<file path="src/rtl/cac_pkg.sv">
package cac_pkg;

  typedef enum logic [3:0] {
    FLD_SEC   = 4'd0,
    FLD_MIN   = 4'd1,
    FLD_HOUR  = 4'd2,
    FLD_WDAY  = 4'd3,
    FLD_DAY   = 4'd4,
    FLD_MON   = 4'd5,
    FLD_YEAR  = 4'd6,
    FLD_AMIN  = 4'd7,
    FLD_AHOUR = 4'd8
  } field_e;

  typedef enum logic [1:0] {
    VW_TIME  = 2'd0,
    VW_DATE  = 2'd1,
    VW_SW    = 2'd2,
    VW_TIME2 = 2'd3
  } view_e;

  // Days in a month for a two-digit year within 2000..2099.
  function automatic logic [4:0] month_len(input logic [3:0] mon, input logic [6:0] yr);
    logic [4:0] n;
    case (mon)
      4'd2:                    n = (yr[1:0] == 2'b00) ? 5'd29 : 5'd28;
      4'd4, 4'd6, 4'd9, 4'd11: n = 5'd30;
      default:                 n = 5'd31;
    endcase
    return n;
  endfunction

  // Binary 0..99 to a packed pair of BCD digits.
  function automatic logic [7:0] to_bcd(input logic [6:0] v);
    logic [3:0] tens;
    logic [3:0] ones;
    tens = 4'(v / 7'd10);
    ones = 4'(v % 7'd10);
    return {tens, ones};
  endfunction

  // Add one, falling back to lo once hi has been reached.
  function automatic logic [6:0] step_wrap(input logic [6:0] v, input logic [6:0] lo,
                                           input logic [6:0] hi);
    return (v >= hi) ? lo : v + 7'd1;
  endfunction

endpackage

</file>
<file path="src/rtl/cac_timekeeper.sv">
module cac_timekeeper
  import cac_pkg::*;
(
  input  logic       clk,
  input  logic       rst_n,
  input  logic       sec_tick,
  input  logic       set_mode,
  input  logic [3:0] set_field,
  input  logic       set_inc,
  output logic [4:0] hour,
  output logic [5:0] min,
  output logic [5:0] sec,
  output logic [2:0] wday,
  output logic [4:0] day,
  output logic [3:0] mon,
  output logic [6:0] year,
  output logic       step
);

  logic [4:0] hour_q;
  logic [5:0] min_q, sec_q;
  logic [2:0] wday_q;
  logic [4:0] day_q;
  logic [3:0] mon_q;
  logic [6:0] year_q;
  logic       step_q;

  // Named internal events.
  logic       tick_go, sec_end, min_end, hour_end, day_end, roll_day;
  logic [4:0] day_lim;
  logic [3:0] mon_set;
  logic [6:0] yr_set;
  logic [4:0] lim_mset, lim_yset;

  always_comb begin
    tick_go  = sec_tick && !set_mode;
    sec_end  = (sec_q == 6'd59);
    min_end  = (min_q == 6'd59);
    hour_end = (hour_q == 5'd23);
    day_lim  = month_len(mon_q, year_q);
    day_end  = (day_q == day_lim);
    roll_day = tick_go && sec_end && min_end && hour_end;
    mon_set  = 4'(step_wrap({3'b000, mon_q}, 7'd1, 7'd12));
    yr_set   = step_wrap(year_q, 7'd0, 7'd99);
    lim_mset = month_len(mon_set, year_q);
    lim_yset = month_len(mon_q, yr_set);
  end

  always_ff @(posedge clk) begin
    if (!rst_n) begin
      hour_q <= '0;
      min_q  <= '0;
      sec_q  <= '0;
      wday_q <= 3'd6;
      day_q  <= 5'd1;
      mon_q  <= 4'd1;
      year_q <= '0;
      step_q <= 1'b0;
    end else begin
      step_q <= tick_go;
      if (tick_go) begin
        sec_q <= sec_end ? 6'd0 : sec_q + 6'd1;
        if (sec_end) min_q <= min_end ? 6'd0 : min_q + 6'd1;
        if (sec_end && min_end) hour_q <= hour_end ? 5'd0 : hour_q + 5'd1;
        if (roll_day) begin
          wday_q <= (wday_q == 3'd6) ? 3'd0 : wday_q + 3'd1;
          day_q  <= day_end ? 5'd1 : day_q + 5'd1;
          if (day_end) begin
            mon_q <= (mon_q == 4'd12) ? 4'd1 : mon_q + 4'd1;
            if (mon_q == 4'd12) year_q <= yr_set;
          end
        end
      end else if (set_mode && set_inc) begin
        case (field_e'(set_field))
          FLD_SEC:  sec_q  <= 6'(step_wrap({1'b0, sec_q}, 7'd0, 7'd59));
          FLD_MIN:  min_q  <= 6'(step_wrap({1'b0, min_q}, 7'd0, 7'd59));
          FLD_HOUR: hour_q <= 5'(step_wrap({2'b00, hour_q}, 7'd0, 7'd23));
          FLD_WDAY: wday_q <= 3'(step_wrap({4'b0000, wday_q}, 7'd0, 7'd6));
          FLD_DAY:  day_q  <= 5'(step_wrap({2'b00, day_q}, 7'd1, {2'b00, day_lim}));
          FLD_MON: begin
            mon_q <= mon_set;
            if (day_q > lim_mset) day_q <= lim_mset;
          end
          FLD_YEAR: begin
            year_q <= yr_set;
            if (day_q > lim_yset) day_q <= lim_yset;
          end
          default: ;
        endcase
      end
    end
  end

  assign hour = hour_q;
  assign min  = min_q;
  assign sec  = sec_q;
  assign wday = wday_q;
  assign day  = day_q;
  assign mon  = mon_q;
  assign year = year_q;
  assign step = step_q;

  // seconds stay put through set mode unless a step is requested
  p_set_hold_r7: assert property (@(posedge clk) disable iff (!rst_n)
    (set_mode && !set_inc) |=> $stable(sec_q));

  // midnight rollover lands on hour 0 and moves the weekday on
  p_midnight_r3: assert property (@(posedge clk) disable iff (!rst_n)
    roll_day |=> (hour_q == 5'd0 && wday_q != $past(wday_q)));

  // day always legal for the month shown
  p_day_legal_r8: assert property (@(posedge clk) disable iff (!rst_n)
    (day_q >= 5'd1 && day_q <= month_len(mon_q, year_q)));

endmodule

</file>
<file path="src/rtl/cac_alarm.sv">
module cac_alarm
  import cac_pkg::*;
#(
  parameter int RING_SECS = 60
) (
  input  logic       clk,
  input  logic       rst_n,
  input  logic       step,
  input  logic [4:0] hour,
  input  logic [5:0] min,
  input  logic [5:0] sec,
  input  logic       arm,
  input  logic       stop,
  input  logic       set_mode,
  input  logic [3:0] set_field,
  input  logic       set_inc,
  output logic       ring,
  output logic       chime
);

  localparam int RW = (RING_SECS > 1) ? $clog2(RING_SECS) : 1;

  logic [4:0]    al_hour_q;
  logic [5:0]    al_min_q;
  logic          ring_q;
  logic [RW-1:0] ring_cnt_q;

  logic match_ev, timeout_ev, top_ev;

  always_comb begin
    match_ev   = step && arm && (hour == al_hour_q) && (min == al_min_q) && (sec == 6'd0);
    timeout_ev = ring_q && step && (ring_cnt_q == RW'(RING_SECS - 1));
    top_ev     = step && (min == 6'd0) && (sec == 6'd0);
  end

  always_ff @(posedge clk) begin
    if (!rst_n) begin
      al_hour_q <= '0;
      al_min_q  <= '0;
    end else if (set_mode && set_inc) begin
      case (field_e'(set_field))
        FLD_AMIN:  al_min_q  <= 6'(step_wrap({1'b0, al_min_q}, 7'd0, 7'd59));
        FLD_AHOUR: al_hour_q <= 5'(step_wrap({2'b00, al_hour_q}, 7'd0, 7'd23));
        default: ;
      endcase
    end
  end

  always_ff @(posedge clk) begin
    if (!rst_n) begin
      ring_q     <= 1'b0;
      ring_cnt_q <= '0;
    end else if (!arm || stop) begin
      ring_q     <= 1'b0;
      ring_cnt_q <= '0;
    end else if (match_ev) begin
      ring_q     <= 1'b1;
      ring_cnt_q <= '0;
    end else if (timeout_ev) begin
      ring_q     <= 1'b0;
      ring_cnt_q <= '0;
    end else if (ring_q && step) begin
      ring_cnt_q <= ring_cnt_q + RW'(1);
    end
  end

  assign ring  = ring_q;
  assign chime = top_ev;

  // a ring only starts from an armed alarm match
  p_ring_cause_r9: assert property (@(posedge clk) disable iff (!rst_n)
    $rose(ring_q) |-> $past(match_ev));

  // stop silences at the next edge
  p_stop_r10: assert property (@(posedge clk) disable iff (!rst_n)
    stop |=> !ring_q);

  // chime never lasts two cycles
  p_chime_once_r5: assert property (@(posedge clk) disable iff (!rst_n)
    chime |=> !chime);

endmodule

</file>
<file path="src/rtl/cac_stopwatch.sv">
module cac_stopwatch #(
  parameter int CLK_PER_CS  = 500000,
  parameter int SW_MIN_WRAP = 60
) (
  input  logic       clk,
  input  logic       rst_n,
  input  logic       sw_start,
  input  logic       sw_stop,
  input  logic       sw_clear,
  output logic [5:0] sw_min,
  output logic [5:0] sw_sec,
  output logic [6:0] sw_cs
);

  localparam int DW = (CLK_PER_CS > 1) ? $clog2(CLK_PER_CS) : 1;

  logic       run_q;
  logic [6:0] cs_q;
  logic [5:0] sec_q, min_q;
  logic       cs_go;

  generate
    if (CLK_PER_CS == 1) begin : g_nodiv
      assign cs_go = run_q;
    end else begin : g_div
      logic [DW-1:0] div_q;
      always_ff @(posedge clk) begin
        if (!rst_n || sw_clear) div_q <= '0;
        else if (run_q)         div_q <= (div_q == DW'(CLK_PER_CS - 1)) ? '0 : div_q + DW'(1);
      end
      assign cs_go = run_q && (div_q == DW'(CLK_PER_CS - 1));
    end
  endgenerate

  always_ff @(posedge clk) begin
    if (!rst_n)        run_q <= 1'b0;
    else if (sw_stop)  run_q <= 1'b0;
    else if (sw_start) run_q <= 1'b1;
  end

  always_ff @(posedge clk) begin
    if (!rst_n || sw_clear) begin
      cs_q  <= '0;
      sec_q <= '0;
      min_q <= '0;
    end else if (cs_go) begin
      if (cs_q == 7'd99) begin
        cs_q <= '0;
        if (sec_q == 6'd59) begin
          sec_q <= '0;
          min_q <= (min_q == 6'(SW_MIN_WRAP - 1)) ? 6'd0 : min_q + 6'd1;
        end else begin
          sec_q <= sec_q + 6'd1;
        end
      end else begin
        cs_q <= cs_q + 7'd1;
      end
    end
  end

  assign sw_min = min_q;
  assign sw_sec = sec_q;
  assign sw_cs  = cs_q;

  // clear leaves all digits at zero
  p_clear_r12: assert property (@(posedge clk) disable iff (!rst_n)
    sw_clear |=> (cs_q == 7'd0 && sec_q == 6'd0 && min_q == 6'd0));

  // a stopped stopwatch holds its count
  p_idle_hold_r11: assert property (@(posedge clk) disable iff (!rst_n)
    (!run_q && !sw_clear) |=> $stable(cs_q));

endmodule

</file>
<file path="src/rtl/cal_alarm_clock.sv">
module cal_alarm_clock
  import cac_pkg::*;
#(
  parameter int CLK_PER_CS  = 500000,
  parameter int SW_MIN_WRAP = 60,
  parameter int RING_SECS   = 60
) (
  input  logic       clk,
  input  logic       rst_n,
  input  logic       sec_tick,
  input  logic       set_mode,
  input  logic [3:0] set_field,
  input  logic       set_inc,
  input  logic       alarm_arm,
  input  logic       alarm_stop,
  input  logic       sw_start,
  input  logic       sw_stop,
  input  logic       sw_clear,
  input  logic [1:0] view_sel,
  output logic [7:0] disp_hi,
  output logic [7:0] disp_mid,
  output logic [7:0] disp_lo,
  output logic [2:0] weekday,
  output logic       alarm_ring,
  output logic       chime
);

  logic [4:0] t_hour, t_day;
  logic [5:0] t_min, t_sec;
  logic [2:0] t_wday;
  logic [3:0] t_mon;
  logic [6:0] t_year;
  logic       t_step;
  logic [5:0] s_min, s_sec;
  logic [6:0] s_cs;

  cac_timekeeper u_time (
    .clk(clk), .rst_n(rst_n), .sec_tick(sec_tick), .set_mode(set_mode),
    .set_field(set_field), .set_inc(set_inc),
    .hour(t_hour), .min(t_min), .sec(t_sec), .wday(t_wday),
    .day(t_day), .mon(t_mon), .year(t_year), .step(t_step)
  );

  cac_alarm #(.RING_SECS(RING_SECS)) u_alarm (
    .clk(clk), .rst_n(rst_n), .step(t_step), .hour(t_hour), .min(t_min), .sec(t_sec),
    .arm(alarm_arm), .stop(alarm_stop), .set_mode(set_mode), .set_field(set_field),
    .set_inc(set_inc), .ring(alarm_ring), .chime(chime)
  );

  cac_stopwatch #(.CLK_PER_CS(CLK_PER_CS), .SW_MIN_WRAP(SW_MIN_WRAP)) u_sw (
    .clk(clk), .rst_n(rst_n), .sw_start(sw_start), .sw_stop(sw_stop), .sw_clear(sw_clear),
    .sw_min(s_min), .sw_sec(s_sec), .sw_cs(s_cs)
  );

  always_comb begin
    case (view_e'(view_sel))
      VW_DATE: begin
        disp_hi  = to_bcd(t_year);
        disp_mid = to_bcd({3'b000, t_mon});
        disp_lo  = to_bcd({2'b00, t_day});
      end
      VW_SW: begin
        disp_hi  = to_bcd({1'b0, s_min});
        disp_mid = to_bcd({1'b0, s_sec});
        disp_lo  = to_bcd(s_cs);
      end
      default: begin
        disp_hi  = to_bcd({2'b00, t_hour});
        disp_mid = to_bcd({1'b0, t_min});
        disp_lo  = to_bcd({1'b0, t_sec});
      end
    endcase
  end

  assign weekday = t_wday;

endmodule

</file>
<file path="config.mk">
export PLATFORM = sky130hd
export DESIGN_NAME = cal_alarm_clock
export DESIGN_NICKNAME = d
export VERILOG_FILES = /design/src/rtl/cac_pkg.sv /design/src/rtl/cac_timekeeper.sv /design/src/rtl/cac_alarm.sv /design/src/rtl/cac_stopwatch.sv /design/src/rtl/cal_alarm_clock.sv
export SDC_FILE = /design/constraint.sdc
export NUM_CORES = 1
export LEC_CHECK = 0
export BUFFER_PORTS_ARGS = -buffer_cell sky130_fd_sc_hd__buf_2
export CAP_MARGIN = 20
export CORE_MARGIN = 1.5
export CORE_UTILIZATION = 62
export CTS_CLUSTER_SIZE = 14
export DETAILED_ROUTE_END_ITERATION = 10
export PLACE_DENSITY_LB_ADDON = 0.3
export SETUP_SLACK_MARGIN = 0.3
export SLEW_MARGIN = 40
export SYNTH_ARGS = -nofsm -noshare
export SYNTH_HDL_FRONTEND = slang
export SYNTH_SLANG_ARGS = --single-unit
</file>
<file path="constraint.sdc">
create_clock -name clk -period 5 [get_ports clk]
set_input_delay 0 -clock clk [delete_from_list [all_inputs] [get_ports clk]]
set_output_delay 0 -clock clk [all_outputs]
set_load 0.01 [all_outputs]
</file>
==> Yosys cells after proc, flatten, opt, wreduce, memory -nomap -nowiden <==
Cells that the tools add are included.
{ "classes": {"order_cmp": 11, "eq_ne": 40, "multipliers": 0, "reduce_logical": 50, "bitwise_logic": 1, "div": 18, "addsub": 20, "n_shift": 0, "mux": 61} }
{ "ops": {"columns": ["cell", "count"], "rows": [
  ["$mux 6", 14],
  ["$mux 5", 14],
  ["$mux 7", 8],
  ["$add 6x1->6 const B", 8],
  ["$pmux 8 s2", 3],
  ["$eq 4x3->1 const B", 8],
  ["$eq 6x6->1 const B", 5],
  ["$pmux 5 s2", 3],
  ["$div 6x4->7 const B", 4],
  ["$mod 6x4->7 const B", 4],
  ["$mux 4", 7],
  ["$add 5x1->5 const B", 5],
  ["$eq 4x4->1 const B", 6],
  ["$add 19x1->19 const B", 1],
  ["$eq 19x19->1 const B", 1],
  ["$mux 19", 1],
  ["$ge 6x6->1 const B", 3],
  ["$mux 3", 6],
  ["$eq 4x2->1 const B", 4],
  ["$reduce_bool 2->1", 8],
  ["$logic_and 1x1->1", 15],
  ["$pmux 5 s3", 1],
  ["$add 7x1->7 const B", 2],
  ["$div 5x4->7 const B", 2],
  ["other kinds (37)", 68]
]} }
{ "word_totals": {"mem_bits_rw": 0, "inputBits": 16, "mem_count": 0, "reg_bits": 94, "output_inout_bits": 29, "romBits": 0, "latch_bits": 0, "word_cells": 218} }

==> Depth between registers and ports, before layout <==
Gate-level depths: netlist of the first run.
{ "logic_depth": {"ltp_word": 10, "mapped_depth": 25, "mapped_depth_nobuf": 22} }

==> Hierarchy <==
A second synthesis of the first run with hierarchy kept.
{ "hier_totals": {"hier_cells": 851, "hier_area_um2": 6869.1} }
{ "by_module_without_submodules": {"columns": ["module", "seq_area_each_um2", "n_inst", "cells_each", "area_each_um2"], "rows": [
  ["cac_timekeeper", 740.7, 1, 295, 2418.6],
  ["cac_stopwatch", 780.7, 1, 237, 2095.8],
  ["cal_alarm_clock", 0.0, 1, 200, 1326.3],
  ["cac_alarm", 360.3, 1, 119, 1028.5]
]} }

==> Worst setup path before layout of the first run <==
No wires, ideal clock.
{ "synth_path": {"path_type": "input port to output port", "startpoint": "input view_sel[0]", "endpoint": "output disp_lo[2]", "setup_slack_ns": 0.872, "required_ns": 5.000, "path_stages": 22, "t_arrival_ns": 4.128, "path_buffers": 2, "cell_sequence": "inv_1 ha_1 buf_6 a221o_1 a21oi_2 a21oi_1 ha_1 clkbuf_1 a21oi_1 a221oi_1 nor2_1 ha_1 inv_1 o21a_1 a21oi_4 nor2_1 xnor2_1 ha_1 o22a_1 and4_1 a31oi_1 o31ai_1"} }
{ "synth_between": {"elab_chain_cells": 2, "word_cells_on_any_way": 3, "cone_classes": "eq/ne (2); mux (1)"} }
{ "synth_lines": {"columns": ["item", "line", "rtl"], "rows": [
  ["from (decl)", "cal_alarm_clock.sv:19", "input logic [1:0] view_sel,"],
  ["$eq 2x2->1 or $eq 2x1->1 (tied branches)", "cal_alarm_clock.sv:56", "case (view_e'(view_sel))"],
  ["$pmux 8 s2 *", "cal_alarm_clock.sv:56", null],
  ["to (decl)", "cal_alarm_clock.sv:22", "output logic [7:0] disp_lo,"]
]} }
Every way passes the cells marked *; elsewhere a longest branch is shown, timed or not.

==> Worst setup path after layout of the first run <==
{ "layout_path": {"startpoint": "register u_sw.cs_q[4], in the netlist u_sw.sw_cs[4]", "endpoint": "output disp_lo[2]"} }
{ "layout_between": {"elab_chain_cells": 2} }
{ "layout_lines": {"columns": ["item", "line", "rtl"], "rows": [
  ["from (decl)", "cac_stopwatch.sv:18", "logic [6:0] cs_q;"],
  ["from (signal assigned)", "cac_stopwatch.sv:56", "cs_q <= cs_q + 7'd1;"],
  ["$mod 7x4->7", "cac_pkg.sv:38", "ones = 4'(v % 7'd10);"],
  ["$pmux 8 s2", "cal_alarm_clock.sv:56", null]
]} }
No other way between the ends.

==> results of run 1 <==
-- cells in the mapped netlist, types with 7 or more instances --
cell type,count,share of area
and3_1,14,0.012
nand3_1,41,0.029
nand2b_1,12,0.011
ha_1,37,0.066
or3_1,8,0.0071
nand2_1,78,0.042
a21boi_0,9,0.0096
a21o_1,7,0.0075
nor3_1,11,0.0078
and2_1,17,0.015
inv_1,42,0.022
o211ai_1,9,0.0096
nor4_1,8,0.0071
a221o_1,10,0.014
a31oi_1,8,0.0071
or2_2,11,0.0098
nor2b_1,17,0.015
dfxtp_1,94,0.27
buf_2,8,0.0057
xor2_1,41,0.051
clkbuf_1,21,0.011
o21ai_0,53,0.038
nand4_1,23,0.020
a22oi_1,7,0.0075
nor2_1,114,0.061
buf_6,7,0.011
a21oi_1,38,0.027
xnor2_1,33,0.041
mux2i_1,11,0.016
-- cell type report --
class | count | area (um2)
clock inverter | 7 | 66.3
fill | 937 | 3290
inverter | 42 | 158
clock buffer | 9 | 225
tap | 140 | 175
timing repair buffer | 53 | 295
multi-input combinational | 734 | 4840
sequential | 94 | 1890
-- timing repair --
item | CTS | global route
buffers inserted | 0 | 2
hold buffers | 2 | 0
endpoints found under the hold margin | 1 | 0
gates resized for setup | 0 | 16
setup endpoints to repair | 0 | 4
-- per-stage QoR --
step	total power, mW	instances	area, um2	hold slack [ns]	util
floorplan	1.04	910	7040	0.0761	-
global placement	1.11	1059	7250	0.163	0.663
detailed placement	1.12	1059	7250	0.167	0.663
CTS	1.79	1077	7560	0.0513	0.691
global route	1.88	1079	7650	0.0673	0.699
finish	1.80	1079	7650	0.0606	0.699
-- metal layers --
| layer | share of wire | global-route usage | up-vias |
|---|---|---|---|
| li1 | - | - | 3312 |
| met1 | 0.48 | 0.371 | 3073 |
| met2 | 0.46 | 0.449 | 184 |
| met3 | 0.052 | 0.0468 | 20 |
| met4 | 0.015 | 0.0714 | 0 |
| met5 | 0 | 0 | - |
-- state kept, by name (all words and copies together), names as in the netlist --
register	count
u_sw.sw_sec	6
u_sw.g_div.div_q	19
u_time.step	1
u_sw.sw_cs	7
u_sw.run_q	1
u_time.mon	4
u_time.min	6
u_alarm.ring_cnt_q	6
u_time.year	7
u_alarm.al_min_q	6
u_alarm.al_hour_q	5
u_time.sec	6
u_sw.sw_min	6
u_time.day	5
u_alarm.ring	1
u_time.wday	3
u_time.hour	5
-- power by group --
part           internal (mW)  switching, mW  leakage (nW)  total [mW]
combinational          0.146          0.213          2.05       0.359
clock                  0.349          0.325         0.141       0.673
sequential             0.754        0.00942         0.760       0.764
-- cells by family (layout without fill, tap and decap cells) --
| group | after synthesis | after routing | share of synthesized area |
|---|---|---|---|
| adder cells (fa/ha/maj) | 37 | 37 | 0.0658 |
| AO/OA/AOI/OAI | 224 | 224 | 0.223 |
| XOR/XNOR | 74 | 74 | 0.0921 |
| buffers and inverters | 82 | 111 | 0.0547 |
| AND/OR/NAND/NOR | 385 | 385 | 0.276 |
| other | 1 | 1 | 0.000533 |
| multiplexers | 13 | 13 | 0.0197 |
| flip-flops | 94 | 94 | 0.267 |
-- worst reg2reg max path, stage by stage, from the launching register on --
cell,delay [ns]
dfxtp_1,0.49
ha_1,0.23
nor3b_1,0.51
a21oi_1,0.15
ha_1,0.32
nand2_1,0.05
or2_2,0.29
nor2_1,0.19
a41oi_1,0.18
nor2_1,0.47
nand4_1,0.22
xor2_1,0.17
nor2_1,0.05
-- worst max-delay path by stage --
stage / start / endpoint / slack [ns] / depth (start not counted)
floorplan: view_sel[0] / disp_lo[2] / 0.87 / 22
global placement: view_sel[0] / disp_lo[2] / 0.65 / 22
detailed placement: view_sel[0] / disp_lo[2] / 0.51 / 22
CTS: u_sw.sw_cs[3] / disp_lo[2] / 0.32 / 19
global route: u_sw.sw_cs[4] / disp_lo[2] / 0.25 / 22
finish: u_sw.sw_cs[4] / disp_lo[2] / 0.70 / 21
==> metrics, run 1 <==
GRT Total Usage 0.273; Critical Path Sink Type output port; WHS Endpoint u_alarm.ring; kind of critical path register to output port; layout cells sized above 1 0.120; Max VDD drop 0.000289 V; drt total wl 16,200 um; sequential-to-total area share from yosys stat 0.267; Rows 38; DR vias/cell 6.11; commonest non-fill, non-tap cell in the layout nor2_1; FF-to-FF End u_time.year[4]; root buf cell clkbuf_16; R2R setup slack 1.55 ns; Synth Flop Type dfxtp_1; worst r2r src u_time.mon[1]; commonest cells after routing, fill and taps aside 112 x nor2_1, 91 x dfxtp_1, 77 x nand2_1; crit path buf inv count 3; nets@finish 987; Worst Hold Launch alarm_arm; vias in the first global route 5,737; first-pass GRT wire length 26,400 um; Post-Syn Nets 963; Initial DRC Count 661; CTS sink count 94; worst slew pin tran 0.725 ns; slowest CP cell dfxtp_2; pin count of the biggest net entering global routing 37; ant diodes 0; Post-Syn Instances 910; Inserted Clock Buffers 9; Core ar. 10,900 um2; die width 110 um; max incr delay on CP 0.38 ns; TritonRoute pass-1 iters 6; Hold Fails Final Rpt 0; fin crit period 4.30 ns; critical path required time 5.00 ns; cell mode on critical path nor2_2; H-tree levels 3; register bit total from synthesis 94; initial antenna violation count 0; mapped cell area 7040 um2; # IOs 45; Slew HR 0.513; max_cap viols 0; Worst Path Max Fanout 9; Slew Limit Fails 0; Layout Skew 0.0113 ns; GR Overflow Total 0; cell area power density 235 nW/um2; final setup margin 0.700 ns; WP data arrival 4.30 ns; HP Class input port to register; fmax 233 MHz; Layout area overhead 8.66%; CTS tree built; clock slew at reported path FFs 0.07 ns; I/O Buffers 43; Worst Reg-to-Reg Cells 12; detailed placer's ending HPWL 11,600 um; overall die height 110 um; initial core utilization 0.644; crit start category register; Crit path max-delay family compound AO/OA/AOI/OAI gates; Final setup viols 0; routed vias 6,589; post-synth cell types 84; Setup WS pre-CTS 0.507 ns; clock latency on the worst-skew pair 0.35 ns; RSZ-0062 raised after global routing no; Lkg Pwr 2.95 nW; final worst-path cycle share 0.860; Post-synth EDFFs 0; Ys Warns 0; hold path depth 5; setup TNS 0 ns; Final GP Congestion 0.878; crit-path cells a221oi_4, nor3_2, a21oi_1, ha_1, buf_4, nor2_1, o2111ai_1, nand4_1, nor2_2, ha_2, inv_1, o21a_1, a21oi_4, nor2_2, xnor2_2, ha_4, o22a_1, and4_1, a31oi_1, o31ai_1, buf_2; Max clock buf depth 2; routed len/inst 15.0 um; Async S/R FF share, synth 0; Mean Syn Cell Area 7.74 um2; status complete, no violations; DRC 0; Post-DRT Antenna Nets 0; Die Footprint 12,000 um2
Power figures use the tool's default switching activity.
==> inputs of run 2 (changes only) <==
Settings changed: CORE_ASPECT_RATIO from default to 2, MAX_ROUTING_LAYER from default to met4.
==> run 2 against run 1 <==
Effect of this change: maximum frequency down 4.4%; critical path depth unchanged; first-iteration DRC count down 41%; power up 3.6%; core utilization down 0.52 points; global-route usage up 5.5 points; highest routed layer unchanged.
==> metrics, run 2 (synthesis gave the netlist of run 1 again) <==
Post-DRT Antenna Nets 0; combinational power share 0.199; overall die height 154 um; crit-path cells nand3b_1, nand2_1, a21oi_1, ha_1, buf_4, nor2_1, o2111ai_1, nand4_1, nor2_2, ha_1, inv_1, o21a_1, a21oi_4, nor2_1, xnor2_2, ha_2, o22a_1, nand4_1, nor4_1, a211oi_2, buf_2; final setup margin 0.503 ns; die width 78.3 um; layout cells sized above 1 0.114; Inserted Clock Buffers 9; max incr delay on CP 0.40 ns; Worst Path Max Fanout 8; worst slew pin tran 0.751 ns; routed len/inst 17.2 um; root buf cell clkbuf_16; Slew Limit Fails 0; # IOs 45; Core ar. 11,000 um2; Layout Skew 0.00857 ns; Top reg by flops u_sw.g_div.div_q; max reg flops 19; pin count of the biggest net entering global routing 34; initial antenna violation count 0; commonest non-fill, non-tap cell in the layout nor2_1; detailed placer's ending HPWL 14,100 um; Final GP Congestion 1.00; WP data arrival 4.50 ns; nets@finish 988; I/O Buffers 43; cell area power density 243 nW/um2; final core occ 0.694; CTS tree built; DRC 0; DR vias/cell 6.37; GRT Total Usage 0.328; slowest CP cell dfxtp_1; Die Footprint 12,000 um2; commonest cells after routing, fill and taps aside 113 x nor2_1, 92 x dfxtp_1, 78 x nand2_1; Slew HR 0.496; Hold Fails Final Rpt 0; kind of critical path register to output port; setup TNS 0 ns; CTS sink count 94; clock share of power 0.390; fmax 222 MHz; Crit path max-delay family simple AND/OR/NAND/NOR gates; clock latency on the worst-skew pair 0.34 ns; Rows 54; Layout area overhead 8.62%; initial core utilization 0.639; NetSw 524 uW; Fillers 960; Critical Path Sink Type output port; Int Power 1.34 mW; RSZ-0062 raised after global routing no; first-pass GRT wire length 30,800 um; GR Overflow Total 0; HP Class input port to register; Final setup viols 0; Max VDD drop 0.000210 V; fin crit period 4.50 ns; TritonRoute pass-1 iters 6; max_cap viols 0; routed vias 6,872; H-tree levels 3; Sequential Power Share 0.411; crit path buf inv count 3; drt total wl 18,500 um; Initial DRC Count 392; final worst-path cycle share 0.899; sw frac 0.282; Power, Total 1.86 mW; clock slew at reported path FFs 0.06 ns; Lkg Pwr 2.96 nW; critical path required time 5.00 ns; status complete, no violations; Max clock buf depth 2; crit start category register; vias in the first global route 6,895; ant diodes 0; Setup WS pre-CTS 0.330 ns
## run 2: per-layer routing
metal | part of all wire | track usage | up-vias
met1 | 0.34 | 0.286 | 3234
met2 | 0.55 | 0.610 | 219
met4 | 0.065 | 0.235 | 0
met5 | 0 | - | -
li1 | - | - | 3322
met3 | 0.037 | 0.0570 | 97
## run 2: worst paths after layout
path | start | to | slack (ns) | depth (start not counted)
worst min-delay path | alarm_arm | u_alarm.ring | 0.08 | 4
worst max register to register | u_time.mon[0] | u_time.year[6] | 1.48 | 13
worst max-delay path | u_sw.sw_cs[5] | disp_lo[1] | 0.50 | 21
worst min register to register | u_alarm.ring_cnt_q[1] | u_alarm.ring_cnt_q[1] | 0.50 | 2
## run 2: through the flow
step	hold slack (ns)	std cells	cell area, um2
final	0.0798	1079	7650
after global routing	0.102	1079	7650
after CTS	0.0775	1078	7610
after detailed placement	0.167	1061	7260
after global placement	0.162	1061	7260
after floorplan	0.0761	910	7040
## run 2: layout make-up
type | count | area [um2] | share of cell area
clock buffer | 10 | 229 | 0.0299
timing repair buffer | 54 | 303 | 0.0396
tap | 140 | 175 | 0.0229
clock inverter | 5 | 83.8 | 0.0110
multi-input combinational | 734 | 4810 | 0.630
inverter | 42 | 158 | 0.0206
sequential | 94 | 1880 | 0.246
## run 2: repair_timing
action / CTS / global route
hold endpoints to repair: 1 / 0
hold buffers: 2 / 0
buffers inserted: 0 / 1
endpoints found under the setup margin: 4 / 4
gates resized for setup: 3 / 7
pin swaps: 0 / 1
## run 2: power by group through the flow
stage                     Clock (mW)  Combinational (mW)  Sequential (mW)
after global placement             0               0.346            0.781
after floorplan                    0               0.265            0.778
final                          0.726               0.371            0.765
after CTS                      0.733               0.357            0.764
after global routing           0.760               0.404            0.766
after detailed placement           0               0.352            0.781
## run 2: worst min-delay path, stage by stage
cell and delay, ns:
buf_2 0.10, and3b_1 0.18, nand2_1 0.05, o21ai_0 0.06
==> inputs of run 3 (changes only) <==
Settings changed: CORE_UTILIZATION 62 to 40.
==> run 3 against run 2 <==
Effect of this change: first-iteration DRC count decreased by 10%; combinational power decreased by 2%; design area increased by 1.2%; routed wire length increased by 0.37%; sequential share of layout area decreased by 0.30 points; core utilization decreased by 25 points; maximum frequency increased by 0.77%; clock power decreased by 5.8%; register-to-register slack got worse by 0.07 ns; sequential power about the same; via count decreased by 4.3%; non-clock buffer count increased by 1.
==> metrics, run 3 (synthesis gave the netlist of run 1 again) <==
Final GP Congestion 0.925; Core ar. 17,300 um2; die width 96.8 um; Worst Path Max Fanout 9; I/O Buffers 43; hold slack 0.0642 ns; DR vias/cell 5.71; crit start category register; Hold Fails Final Rpt 0; commonest cells after routing, fill and taps aside 112 x nor2_1, 92 x dfxtp_1, 78 x nand2_1; CTS sink count 94; final worst-path cycle share 0.893; placed cell area 7350 um2; Slew HR 0.460; crit path buf inv count 3; status complete, no violations; max incr delay on CP 0.40 ns; crit-path cells a221o_1, a21oi_4, a21oi_1, ha_1, buf_4, nor2_1, o2111ai_1, nand4_1, nor2_2, buf_4, ha_1, o21a_1, a21oi_4, nor2_2, xnor2_2, ha_2, o22a_1, and4_1, a31oi_1, o31ai_1, buf_2; combinational power share 0.201; Int Power 1.26 mW; clock slew at reported path FFs 0.07 ns; fin crit period 4.46 ns; commonest non-fill, non-tap cell in the layout nor2_1; RSZ-0062 raised after global routing no; Max clock buf depth 2; Inserted Clock Buffers 9; cell area power density 234 nW/um2; critical path required time 5.00 ns; Die Footprint 18,500 um2; ant diodes 0; H-tree levels 3; worst slew pin tran 0.804 ns; Post-DRT Antenna Nets 0; nets@finish 989; Max VDD drop 0.000176 V; Power, Total 1.81 mW; # IOs 45; slowest CP cell a221o_1; GRT Total Usage 0.210; routed len/inst 16.1 um; Final setup viols 0; DRC 0; clock latency on the worst-skew pair 0.36 ns; Initial DRC Count 351; initial core utilization 0.408; WP data arrival 4.46 ns; Fillers 1,778; TritonRoute pass-1 iters 4; Cell Count, Final, Fillers Out 1,151; Slew Limit Fails 0; kind of critical path register to output port; vias in the first global route 6,597; Register Area 1880 um2; root buf cell clkbuf_16; clock share of power 0.377; Layout Skew 0.00931 ns; Post-Place Cells 1,131; GR Overflow Total 0; setup TNS 0 ns; Rows 68; Top reg by flops u_sw.g_div.div_q; Lkg Pwr 2.95 nW; sw frac 0.306; drt total wl 18,600 um; Sequential Power Share 0.422; overall die height 191 um; routed vias 6,576; HP Class input port to register; initial antenna violation count 0; NetSw 554 uW; multi-input logic area 4830 um2; max_cap viols 0; Crit path max-delay family compound AO/OA/AOI/OAI gates; fmax 224 MHz; layout cells sized above 1 0.117; pin count of the biggest net entering global routing 34; detailed placer's ending HPWL 14,800 um; Critical Path Sink Type output port; CTS tree built; Final Cell Area 7740 um2; max reg flops 19; first-pass GRT wire length 30,900 um; Layout area overhead 9.97%
==> run 3: cell type report <==
| type | count | share of cell area |
|---|---|---|
| timing repair buffer | 55 | 0.0406 |
| sequential | 94 | 0.243 |
| clock inverter | 6 | 0.00711 |
| tap | 210 | 0.0339 |
| clock buffer | 10 | 0.0309 |
| inverter | 42 | 0.0204 |
| multi-input combinational | 734 | 0.624 |
==> run 3: path summary, 6_finish.rpt <==
kind                                             from  slack (ns)                    end  depth (start not counted)
worst min register to register  u_alarm.ring_cnt_q[1]        0.49  u_alarm.ring_cnt_q[1]                          2
worst max register to register          u_time.mon[1]        1.41         u_time.year[6]                         12
worst max-delay path                    u_sw.sw_cs[4]        0.54             disp_lo[2]                         21
worst min-delay path                         sw_clear        0.06          u_sw.sw_cs[1]                          3
==> run 3: power by group through the flow <==
stage | clock (mW) | combinational, mW | sequential, mW
floorplan | 0 | 0.265 | 0.778
global placement | 0 | 0.351 | 0.781
detailed placement | 0 | 0.353 | 0.782
CTS | 0.698 | 0.356 | 0.764
global route | 0.723 | 0.402 | 0.765
finish | 0.684 | 0.364 | 0.764
==> run 3: timing repair <==
| action | CTS | global route |
|---|---|---|
| resized for setup | 2 | 11 |
| hold buffers | 2 | 0 |
| endpoints found under the hold margin | 1 | 0 |
| pin swaps | 0 | 2 |
| endpoints found under the setup margin | 4 | 4 |
| setup buffers | 0 | 2 |
==> run 3: routing by layer <==
metal / wire, um / global-route usage / vias to the layer above
met2: 10800 / 0.416 / 91
li1: - / - / 3309
met4: 748 / 0.123 / 0
met3: 298 / 0.0194 / 47
met1: 6700 / 0.190 / 3129
met5: 0 / - / -
==> run 3: worst register-to-register path, delay by kind of cell, from the launching register on <==
kind	cells	cell delay [ns]
and+or+nand+nor	7	1.89
AOI/OAI and AO/OA	3	0.58
adders and majority gates	2	0.58
DFF	1	0.48
==> run 3: per-stage QoR <==
step,setup WS [ns],utilization
2_1_floorplan,0.872,-
3_3_place_gp,0.483,0.426
3_5_place_dp,0.394,0.426
4_1_cts,0.316,0.444
5_1_grt,0.249,0.448
6_report,0.537,0.448
